==> src/rtl/pwd_guard_pkg.sv <==
package pwd_guard_pkg;

    localparam int WORD_W  = 16;
    localparam int NWORDS  = 4;
    localparam int ADDR_W  = $clog2(NWORDS);
    localparam int PASS_W  = WORD_W * NWORDS;

    typedef logic [WORD_W-1:0] word_t;
    typedef logic [ADDR_W-1:0] waddr_t;

    typedef enum logic [1:0] {
        OP_PROG   = 2'd0,
        OP_READ   = 2'd1,
        OP_UNLOCK = 2'd2,
        OP_SEAL   = 2'd3
    } op_e;

    typedef struct packed {
        logic   valid;
        op_e    op;
        waddr_t addr;
        word_t  data;
    } cmd_t;

    // True when the new data asks for a 1 where the cell already holds 0.
    function automatic logic raises_bit(word_t old_w, word_t new_w);
        return |(new_w & ~old_w);
    endfunction

    // Bit mask with a single bit set at the given word address.
    function automatic logic [NWORDS-1:0] addr_mask(waddr_t a);
        logic [NWORDS-1:0] m;
        m = '0;
        m[a] = 1'b1;
        return m;
    endfunction

endpackage

==> src/rtl/pwd_store.sv <==
module pwd_store
    import pwd_guard_pkg::*;
(
    input  logic                      clk,
    input  logic                      rst,
    input  cmd_t                      cmd,
    output word_t [NWORDS-1:0]        words,
    output word_t                     rdata,
    output logic                      prog_err,
    output logic                      sealed
);

    word_t [NWORDS-1:0] words_q;
    logic               sealed_q;
    word_t              rdata_q;
    logic               err_q;

    logic prog_go;
    logic read_go;
    logic seal_go;

    assign prog_go = cmd.valid && (cmd.op == OP_PROG) && !sealed_q;
    assign read_go = cmd.valid && (cmd.op == OP_READ);
    assign seal_go = cmd.valid && (cmd.op == OP_SEAL);

    // One register per password word; only clearing of bits is possible.
    for (genvar gi = 0; gi < NWORDS; gi++) begin : g_word
        logic hit;
        assign hit = prog_go && (cmd.addr == waddr_t'(gi));
        always_ff @(posedge clk) begin
            if (rst) begin
                words_q[gi] <= '1;
            end else if (hit) begin
                words_q[gi] <= words_q[gi] & cmd.data;
            end
        end
    end

    always_ff @(posedge clk) begin
        if (rst) begin
            sealed_q <= 1'b0;
            rdata_q  <= '0;
            err_q    <= 1'b0;
        end else begin
            err_q <= prog_go && raises_bit(words_q[cmd.addr], cmd.data);
            if (seal_go) begin
                sealed_q <= 1'b1;
            end
            if (read_go) begin
                rdata_q <= sealed_q ? word_t'('0) : words_q[cmd.addr];
            end
        end
    end

    assign words    = words_q;
    assign rdata    = rdata_q;
    assign prog_err = err_q;
    assign sealed   = sealed_q;

endmodule

==> src/rtl/pwd_attempt.sv <==
module pwd_attempt
    import pwd_guard_pkg::*;
(
    input  logic                 clk,
    input  logic                 rst,
    input  cmd_t                 cmd,
    input  word_t [NWORDS-1:0]   words,
    input  logic                 busy,
    output logic                 done,
    output logic                 pass
);

    logic [NWORDS-1:0] seen_q;
    logic [NWORDS-1:0] hit_q;
    waddr_t            idx_q;

    logic              take;
    logic              abort;
    logic [NWORDS-1:0] seen_n;
    logic [NWORDS-1:0] hit_n;
    logic              match;

    assign take  = cmd.valid && (cmd.op == OP_UNLOCK) && !busy;
    assign abort = cmd.valid && (cmd.op != OP_UNLOCK);
    assign match = (cmd.data == words[cmd.addr]);

    always_comb begin
        seen_n = seen_q | addr_mask(cmd.addr);
        hit_n  = hit_q;
        if (match) begin
            hit_n = hit_q | addr_mask(cmd.addr);
        end
    end

    // The whole verdict is formed only on the last word: no partial result leaks.
    assign done = take && (idx_q == waddr_t'(NWORDS - 1));
    assign pass = (&seen_n) && (&hit_n);

    always_ff @(posedge clk) begin
        if (rst || abort || done) begin
            seen_q <= '0;
            hit_q  <= '0;
            idx_q  <= '0;
        end else if (take) begin
            seen_q <= seen_n;
            hit_q  <= hit_n;
            idx_q  <= idx_q + waddr_t'(1);
        end
    end

endmodule

==> src/rtl/pwd_pacer.sv <==
module pwd_pacer #(
    parameter int CLK_PER_US = 125
) (
    input  logic clk,
    input  logic rst,
    input  logic start,
    input  logic good,
    output logic busy,
    output logic fire
);

    localparam int CW = $clog2(CLK_PER_US + 1);

    logic [CW-1:0] cnt_q;
    logic          pend_q;
    logic          fire_q;
    logic          last;

    assign last = (cnt_q == CW'(1));

    always_ff @(posedge clk) begin
        if (rst) begin
            cnt_q  <= '0;
            pend_q <= 1'b0;
            fire_q <= 1'b0;
        end else begin
            fire_q <= pend_q && last;
            if (start) begin
                cnt_q  <= CW'(CLK_PER_US);
                pend_q <= good;
            end else if (cnt_q != '0) begin
                cnt_q <= cnt_q - CW'(1);
                if (last) begin
                    pend_q <= 1'b0;
                end
            end
        end
    end

    assign busy = (cnt_q != '0);
    assign fire = fire_q;

endmodule

==> src/rtl/pwd_guard.sv <==
module pwd_guard
    import pwd_guard_pkg::*;
#(
    parameter int CLK_PER_US = 125
) (
    input  logic        clk,
    input  logic        rst,
    input  logic        cmd_valid,
    input  logic [1:0]  cmd_op,
    input  logic [1:0]  cmd_addr,
    input  logic [15:0] cmd_data,
    output logic [15:0] rd_data,
    output logic        busy,
    output logic        prog_err,
    output logic        unlock_clr
);

    cmd_t               cmd;
    word_t [NWORDS-1:0] words_w;
    logic [PASS_W-1:0]  words_flat_w;
    logic               sealed_w;
    logic               att_done;
    logic               att_pass;
    logic               busy_w;

    assign cmd.valid = cmd_valid;
    assign cmd.op    = op_e'(cmd_op);
    assign cmd.addr  = waddr_t'(cmd_addr);
    assign cmd.data  = word_t'(cmd_data);

    assign words_flat_w = words_w;

    pwd_store u_store (
        .clk      (clk),
        .rst      (rst),
        .cmd      (cmd),
        .words    (words_w),
        .rdata    (rd_data),
        .prog_err (prog_err),
        .sealed   (sealed_w)
    );

    pwd_attempt u_attempt (
        .clk   (clk),
        .rst   (rst),
        .cmd   (cmd),
        .words (words_w),
        .busy  (busy_w),
        .done  (att_done),
        .pass  (att_pass)
    );

    pwd_pacer #(.CLK_PER_US(CLK_PER_US)) u_pacer (
        .clk   (clk),
        .rst   (rst),
        .start (att_done),
        .good  (att_pass),
        .busy  (busy_w),
        .fire  (unlock_clr)
    );

    assign busy = busy_w;

endmodule

==> config.mk <==
export PLATFORM = sky130hd
export DESIGN_NAME = pwd_guard
export DESIGN_NICKNAME = d
export VERILOG_FILES = /design/src/rtl/pwd_guard_pkg.sv /design/src/rtl/pwd_store.sv /design/src/rtl/pwd_attempt.sv /design/src/rtl/pwd_pacer.sv /design/src/rtl/pwd_guard.sv
export SDC_FILE = /design/constraint.sdc
export NUM_CORES = 1
export LEC_CHECK = 0
export BUFFER_PORTS_ARGS = -buffer_cell sky130_fd_sc_hd__buf_4
export CAP_MARGIN = 20
export CORE_ASPECT_RATIO = 1.2
export CORE_MARGIN = 3
export CORE_UTILIZATION = 58
export CTS_CLUSTER_SIZE = 12
export DETAILED_ROUTE_END_ITERATION = 10
export GPL_ROUTABILITY_DRIVEN = 1
export HOLD_SLACK_MARGIN = 0.08
export PLACE_DENSITY_LB_ADDON = 0.1
export SLEW_MARGIN = 40
export SYNTH_ARGS = -nofsm -noshare
export SYNTH_HDL_FRONTEND = slang
export SYNTH_SLANG_ARGS = --single-unit
==> constraint.sdc <==
create_clock -name clk -period 3.4 [get_ports clk]
set_input_delay 0.68 -clock clk [delete_from_list [all_inputs] [get_ports clk]]
set_output_delay 0.68 -clock clk [all_outputs]
set_load 0.03 [all_outputs]
* After elaboration in Yosys (flattened, before gate mapping)
Cells that the tools add are included.
Word-level totals: word-level logic and storage cells 77, bits in writable memories 0, bits in read-only memories 0, bits in registers 101, memories kept 0, input bits 23, latch bits 0
Cells by class: mux-type cells 11, shift-type cells 0, add/subtract/negate cells 2, equal/unequal tests 10, multipliers 0, reductions and logical operators 30, div/mod/pow operators 0, bitwise logic cells 8, magnitude comparators 2
Operators with widths (count):
- 16-bit AND | 5
- 16-bit binary-select mux with 2-bit select | 1
- 16-bit two-way mux | 2
- 16-bit equality test | 1
- 1-bit logical AND | 16
- 16-bit NOT | 1
- 16-bit OR reduction | 1
- 7-bit two-way mux | 2
- 2-bit equality test, second input constant | 5
- 4-bit OR | 2
- 4-bit AND reduction | 2
- 7-bit by 1-bit equality test with 1-bit output, second input constant | 1
- 7-bit nonzero test | 1
- 7-bit by 1-bit subtractor with 7-bit output, second input constant | 1
- 2-bit by 1-bit equality test with 1-bit output, second input constant | 2
- 2-bit logical NOT | 2
- 1-bit two-way mux | 4
- 4-bit two-way mux | 1
- 2-bit nonzero test | 2
- 2-bit by 3-bit less-than comparator with 1-bit output, second input constant | 1
- 2-bit by 1-bit adder with 2-bit output, second input constant | 1
- 1-bit demux with 2-bit select | 1
- 2-bit by 1-bit greater-or-equal comparator with 1-bit output, second input constant | 1
- 1-bit logical NOT | 2
- other kinds (4) | 5

* Longest topological paths before layout
Gate-level depths: netlist of the first run.
word-level depth 9, gate-level depth with buffers 10, mapped depth without buffers 8

* Hierarchy
A second synthesis of the first run with hierarchy kept.
Unflattened totals: cells, all modules 498, area total of the unflattened synthesis 4887.2 µm²
By module, submodules not included:
- pwd_store | area an instance 3359.5 µm², sequential area each 1641.6 µm², instances 1, cells an instance 351
- pwd_attempt | area an instance 1036.0 µm², sequential area each 200.2 µm², instances 1, cells an instance 95
- pwd_pacer | area an instance 491.7 µm², sequential area each 180.2 µm², instances 1, cells an instance 52

* Worst setup path before layout of the first run
No wires, ideal clock.
path type input to register, start in cmd_addr[0], end reg u_pacer.pend_q, library setup time 0.069 ns, data arrival time 2.898 ns, cell stages on the path 10, setup slack 0.433 ns, cells stage by stage clkbuf_8 buf_2 mux4_2 inv_1 ha_1 nand4_1 nor4_1 nand2_1 a2111o_1 o21ai_1
On the way: cells in the longest elaborated chain, start to end 9, elaborated cells on any way between the ends 15, classes of those cells order compare: 2; eq/ne: 1; mux: 6; bitwise: 2; reduce/logical: 4
Ends and longest elaborated chain:
- from (decl) | RTL line pwd_guard.sv:10 | input logic [1:0] cmd_addr,
- 2-bit by 3-bit less-than comparator with 1-bit output (implied by the code) or 2-bit by 1-bit greater-or-equal comparator with 1-bit output (tied branches) | RTL line pwd_guard_pkg.sv:34 | m[a] = 1'b1;
- 1-bit logical AND (implied by the code) | RTL line pwd_guard_pkg.sv:34
- 1-bit two-way mux (implied by the code) | RTL line pwd_guard_pkg.sv:34
- 1-bit demux with 2-bit select
- 4-bit OR | RTL line pwd_attempt.sv:31 | hit_n = hit_q | addr_mask(cmd.addr);
- 4-bit two-way mux | RTL line pwd_attempt.sv:30 | if (match) begin
- 4-bit AND reduction | RTL line pwd_attempt.sv:37 | assign pass = (&seen_n) && (&hit_n);
- 1-bit logical AND (*) | RTL line pwd_attempt.sv:37
- 1-bit two-way mux (*) | RTL line pwd_pacer.sv:28 | if (start) begin
- to (signal assigned) | RTL line pwd_pacer.sv:30 | pend_q <= good;
- to (decl) | RTL line pwd_pacer.sv:15 | logic pend_q;
Mark *: on every way between the ends. The rest lies on a longest branch, timed or not. The select of a mux whose other input is x is not followed. A chain may end at the register's enable or synchronous reset.

* Final worst setup path of the first run
Same ends and word-level chain as after synthesis.

==> qor.yml, run 1 <==
netlist_area_mm2: 0.00411
timing.final.ws_setup_ps: 739
pre_cts_ws_ps: 368
yosysTopAreaCell: "dfxtp_1"
slew_violations: 0
ff2ff_path_depth: 9
clkTransAtPathRegs_ps: 90
layout-drive-gt1-share_pct: 19.4
die_w_um: 82.8
final-setup-viol-count: 0
die-area_mm2: 0.00814
via_count: 3277
avgSynthCellArea_um2: 9.63
first_global_vias: 3210
critPathRequiredTime_ps: 3690
fin_skew_ps: 15.7
crit_arrival_ps: 2950
critPathLaunchType: "input pin"
synth_top_area_share_pct: 49.2
gp_congestion: 0.799
ant_nets: 0
area_growth_pct: 13.5
netlist_instances: 427
first_iter_violations: 213
seq_area_frac_synth_pct: 49.2
status: "complete, no violations"
rr_startpoint: "u_store.words[47]"
crit_type: "in2reg"
cts_hold_buf: 0
fmax_ghz: 0.376
finalInstanceArea_mm2: 0.00467
post-cts-setup-buffer-count: 0
post-route-period-util_pct: 78.3
num_rows: 33
period_needed_ps: 2660
cts_inserted_buffers: 9
vias_per_cell: 5.88
multi_input_area_mm2: 0.00190
grt-ovfl-total: 0
fillerInstances: 573
dr.pass1.iters: 4
reg2reg_slack_ps: 1160
final_nets: 508
worst_pin_slew_ps: 657
rsz0062_at_grt: "no"
start_util_pct: 60.0
ys_async_sr_fraction_pct: 0
setup_tns_ps: 0
min_path_type: "reg2reg"
dp_hpwl_mm: 6.21
ir_worst_vdd_mv: 0.312
wl_per_cell_um: 16.8
relSlewSlack_pct: 56.2
cts.sinks: 101
regArea_mm2: 0.00202
mostFrequentLayoutCells: "dfxtp_1 (101), nand2_1 (71), o21ai_0 (68)"
chipHeight_um: 98.2
min-delay-start: "u_store.words[58]"
syn_nets: 469
drt_wl_total_mm: 9.36
dp.cells: 542
regToRegEndpoint: "u_pacer.pend_q"
hold_depth: 2
drc: 0
cts-root-buf: "clkbuf_8"
ios: 42
netlist_top_cells_area: "dfxtp_1 (49%), mux4_2 (8.8%), o21ai_0 (8.3%), nand2_1 (6.5%), ha_1 (5.8%)"
power_density_mw_per_mm2: 523
synth_edf_count: 0
endpoint_kind: "flip-flop"
p_total_mw: 2.44
hold_viol: 0
ys_warn_count: 0
cts_tree: "done"
final_cells: 557
synth_flop_cell: "dfxtp_1"
cts_resized: 0
grt_usage_pct: 23.9
crit_fanout: 20
hold_end: "u_store.words[58]"
synth-seq-cells: 101
cts_max_level: 3
antenna_found_initial: 0
grt_pass1_wl_mm: 15.7
grt_max_degree: 66
port_buffers: 41
p_leak_nw: 1.92
clock_latency_ps: 360
num_antenna_cells: 0
placed_cell_area_mm2: 0.00448
synth_cell_types: 47
core_mm2: 0.00685
clk_path_buf_depth: 2
final_common_cell: "dfxtp_1"
max-cap-violations: 0
[worst max-delay path, stage by stage]
cell      delay, ps
buf_4           320
mux4_2          560
inv_1            80
ha_1            130
nand4_1         140
nor4_1          280
buf_4           170
nand2_1          50
a2111o_1        410
o21ai_1         110
[worst max-delay path by stage]
stage | slack [ps] | end | start | depth (start not counted)
after floorplan | 430 | u_pacer.pend_q | cmd_addr[0] | 10
after global placement | 380 | u_pacer.pend_q | cmd_addr[0] | 10
after detailed placement | 370 | u_pacer.pend_q | cmd_addr[0] | 10
after CTS | 730 | u_pacer.pend_q | cmd_addr[0] | 10
after global routing | 620 | u_pacer.pend_q | cmd_addr[0] | 10
final | 740 | u_pacer.pend_q | cmd_addr[0] | 10
[cells in the mapped netlist (2+ instances only)]
library cell	n
inv_1	21
o211ai_1	2
mux4_2	16
o21ai_0	68
and3_1	2
a22oi_1	16
nand4_1	5
nand3_1	3
nor2_2	4
clkbuf_1	16
dfxtp_1	101
xnor2_1	4
ha_1	19
nand2_1	71
nor4_1	6
and2_1	2
a21oi_1	13
a31oi_1	3
clkbuf_8	2
nor2_1	26
[through the flow]
| step | util, % | hold WS [ps] |
|---|---|---|
| after global placement | 65.4 | 444 |
| final | 68.1 | 463 |
| after CTS | 68.1 | 466 |
| after detailed placement | 65.4 | 451 |
| after floorplan | - | 431 |
| after global routing | 68.1 | 484 |
[kinds of logic (layout without fill, tap and decap cells)]
logic type                 count (synthesis)  count (layout)  synth area share [%]
AOI/OAI and AO/OA                        110             110                  15.3
xor gates and xnor gates                   4               4                 0.852
adders and majority gates                 19              19                  5.78
buffers and inverters                     42              85                  4.54
DFF                                      101             101                  49.2
muxes                                     18              18                  9.28
and+or+nand+nor                          133             133                  15.0
[flip-flops by register name, summed over array words and instances, names as in the netlist]
register and flops:
u_store.prog_err 1, u_attempt.seen_q 4, u_pacer.pend_q 1, u_store.words 64, u_attempt.hit_q 4, u_store.rdata 16
u_attempt.idx_q 2, u_pacer.cnt_q 7, u_pacer.fire 1, u_store.sealed 1
[area by class of cell]
class,instances,area share [%]
clock buffer,10,2.73
multi-input combinational,284,40.8
tap,87,2.33
clock inverter,5,1.29
inverter,21,1.69
timing repair buffer,49,7.88
sequential,101,43.3
[where the power goes]
part | leakage, nW | switching (mW) | internal [mW]
clock network | 0.0931 | 0.403 | 0.341
logic | 1.01 | 0.253 | 0.179
registers | 0.821 | 0.0369 | 1.23
[layer usage]
| layer | part of all wire [%] | up-vias | routed length (um) | GRT usage, % |
|---|---|---|---|---|
| li1 | - | 1575 | - | - |
| met1 | 43 | 1592 | 4070 | 30.2 |
| met2 | 50 | 95 | 4720 | 41.0 |
| met3 | 4.7 | 15 | 439 | 4.81 |
| met4 | 1.4 | 0 | 135 | 8.18 |
| met5 | 0 | - | 0 | 0 |
(Power assumes the default switching activity.)
==> inputs of run 2 (changes only) <==
CORE_UTILIZATION = 52   (was 58)
clock period = 2.4 ns   (was 3.4 ns; I/O delays follow)
==> run 2 against run 1 <==
Via count grew 1.1%. Cell area increased by 3.6%. Clock skew down 3.1 ps. Worst hold slack got worse by 87 ps. First-iteration DRC count down 20%. Power rose by 46%. Critical endpoint is now busy. Largest power group unchanged.
==> qor.yml, run 2 (synthesis gave the netlist of run 1 again) <==
core_mm2: 0.00744  # was 0.00685 mm2
cts-root-buf: "clkbuf_8"  # unchanged
endpoint_kind: "primary output"  # was flip-flop
grt-ovfl-total: 0  # unchanged
post-route-period-util_pct: 92.9
placed_cell_area_mm2: 0.00461  # was 0.00448 mm2
start_util_pct: 55.2  # was 60.0%
ir_worst_vdd_mv: 0.509  # was 0.312 mV
fmax_ghz: 0.448
status: "complete, no violations"  # unchanged
largest_reg_flops: 64  # unchanged
die-area_mm2: 0.00901  # was 0.00814 mm2
drc: 0  # unchanged
worstSetupStartpoint: "u_pacer.cnt_q[3]"  # was cmd_addr[0]
cts_max_level: 3  # unchanged
grt_max_degree: 57  # was 66
crit_fanout: 7  # was 20
antenna_found_initial: 0  # unchanged
relSlewSlack_pct: 73.0  # was 56.2%
die_w_um: 87.2  # was 82.8 um
period_needed_ps: 2230
final_nets: 522  # was 508
cts_hold_buf: 0  # unchanged
grt_pass1_wl_mm: 15.6  # was 15.7 mm
internal_power_mw: 2.60  # was 1.75 mW
clock_latency_ps: 370  # was 360 ps
final-setup-viol-count: 0  # unchanged
port_buffers: 41  # unchanged
clkTransAtPathRegs_ps: 100  # was 90 ps
dp_hpwl_mm: 6.28  # was 6.21 mm
p_total_mw: 3.58  # was 2.44 mW
switchingPower_mw: 0.982  # was 0.693 mW
vias_per_cell: 5.77  # was 5.88
hold_viol: 0  # unchanged
critPathRequiredTime_ps: 1920  # was 3690 ps
final_common_cell: "dfxtp_1"  # unchanged
p_leak_nw: 2.01  # was 1.92 nW
ios: 42  # unchanged
min-delay-start: "cmd_data[12]"  # was u_store.words[58]
worst_pin_slew_ps: 402  # was 657 ps
drt_wl_total_mm: 9.43  # was 9.36 mm
layout-drive-gt1-share_pct: 21.9  # was 19.4%
cts_tree: "done"  # unchanged
slew_violations: 0  # unchanged
power_density_mw_per_mm2: 740  # was 523 mW/mm2
area_growth_pct: 17.7  # was 13.5%
first_iter_violations: 171  # was 213
timing.final.ws_setup_ps: 170  # was 739 ps
utilization_pct: 65.0  # was 68.1%
mostFrequentLayoutCells: "dfxtp_1 (101), nand2_1 (71), o21ai_0 (68)"  # unchanged
crit_arrival_ps: 1750  # was 2950 ps
num_rows: 34  # was 33
p_clk_share_pct: 32.7  # was 30.4%
gp_congestion: 0.794  # was 0.799
max-cap-violations: 0  # unchanged
fin_skew_ps: 12.7  # was 15.7 ps
via_count: 3312  # was 3,277
cts_inserted_buffers: 9  # unchanged
p_seq_share_pct: 50.1  # was 51.9%
fin_hold_ws_ps: 376  # was 463 ps
finalInstanceArea_mm2: 0.00484  # was 0.00467 mm2
dr.pass1.iters: 5  # was 4
chipHeight_um: 103  # was 98.2 um
ant_nets: 0  # unchanged
grt_usage_pct: 22.3  # was 23.9%
min_path_type: "in2reg"  # was reg2reg
critPathLaunchType: "flip-flop"  # was input pin
first_global_vias: 3260  # was 3,210
num_antenna_cells: 0  # unchanged
rr_startpoint: "u_store.words[3]"  # was u_store.words[47]
fillerInstances: 645  # was 573
combPwrFrac_pct: 17.2  # was 17.7%
wl_per_cell_um: 16.4  # was 16.8 um
rsz0062_at_grt: "no"  # unchanged
pre_cts_ws_ps: -362  # was 368 ps
crit_type: "reg2out"  # was in2reg
clk_path_buf_depth: 2  # unchanged
cts.sinks: 101  # unchanged
swShare_pct: 27.4  # was 28.4%
run 2: changes by cell type in the layout (fill, tap and decap cells not counted):
cell,change
buf_4,+12
clkinv_4,+1
nor4_1,-1
inv_6,-1
buf_12,+1
buf_8,+1
clkinv_2,-1
bufinv_16,+1
nor4_4,+1
run 2: path summary, 6_finish.rpt:
check,cells past startpoint,endpoint,slack [ps]
max,4,busy,170
min,3,u_store.words[28],380
max reg2reg,9,u_pacer.pend_q,220
min reg2reg,2,u_store.words[40],460
run 2: routing by layer:
metal / track usage, % / part of all wire [%] / vias up
li1: - / - / 1610
met1: 28.8 / 45 / 1601
met2: 37.5 / 49 / 85
met3: 4.28 / 4.1 / 16
met4: 8.03 / 1.7 / 0
met5: 0 / 0 / -
run 2: critical path, cell delays in order, from the launching register on:
cell and delay (ps):
dfxtp_1 380, or4_4 580, nor2_4 190, inv_1 60, buf_4 160
run 2: per-stage QoR:
step | cells | setup TNS, ps
final | 574 | 0
after global routing | 574 | 0
after CTS | 574 | 0
after detailed placement | 559 | -1290
after global placement | 559 | -1020
after floorplan | 427 | -69.0
run 2: power groups by stage:
stage	Combinational [mW]	Sequential, mW	Clock, mW
detailed placement	0.619	1.83	0
finish	0.615	1.79	1.17
global placement	0.605	1.83	0
global route	0.686	1.80	1.26
CTS	0.621	1.79	1.18
floorplan	0.426	1.85	0
run 2: area by class of cell:
class / count / area, um2 / area share, %
clock buffer: 10 / 128 / 2.64
clock inverter: 5 / 85.1 / 1.76
inverter: 21 / 78.8 / 1.63
multi-input combinational: 284 / 1920 / 39.6
sequential: 101 / 2020 / 41.8
tap: 90 / 113 / 2.33
timing repair buffer: 63 / 493 / 10.2
run 2: repair_timing:
action	4_1_cts	5_1_grt
gates resized for setup	0	3
buffers inserted	0	0
endpoints found under the setup margin	0	2
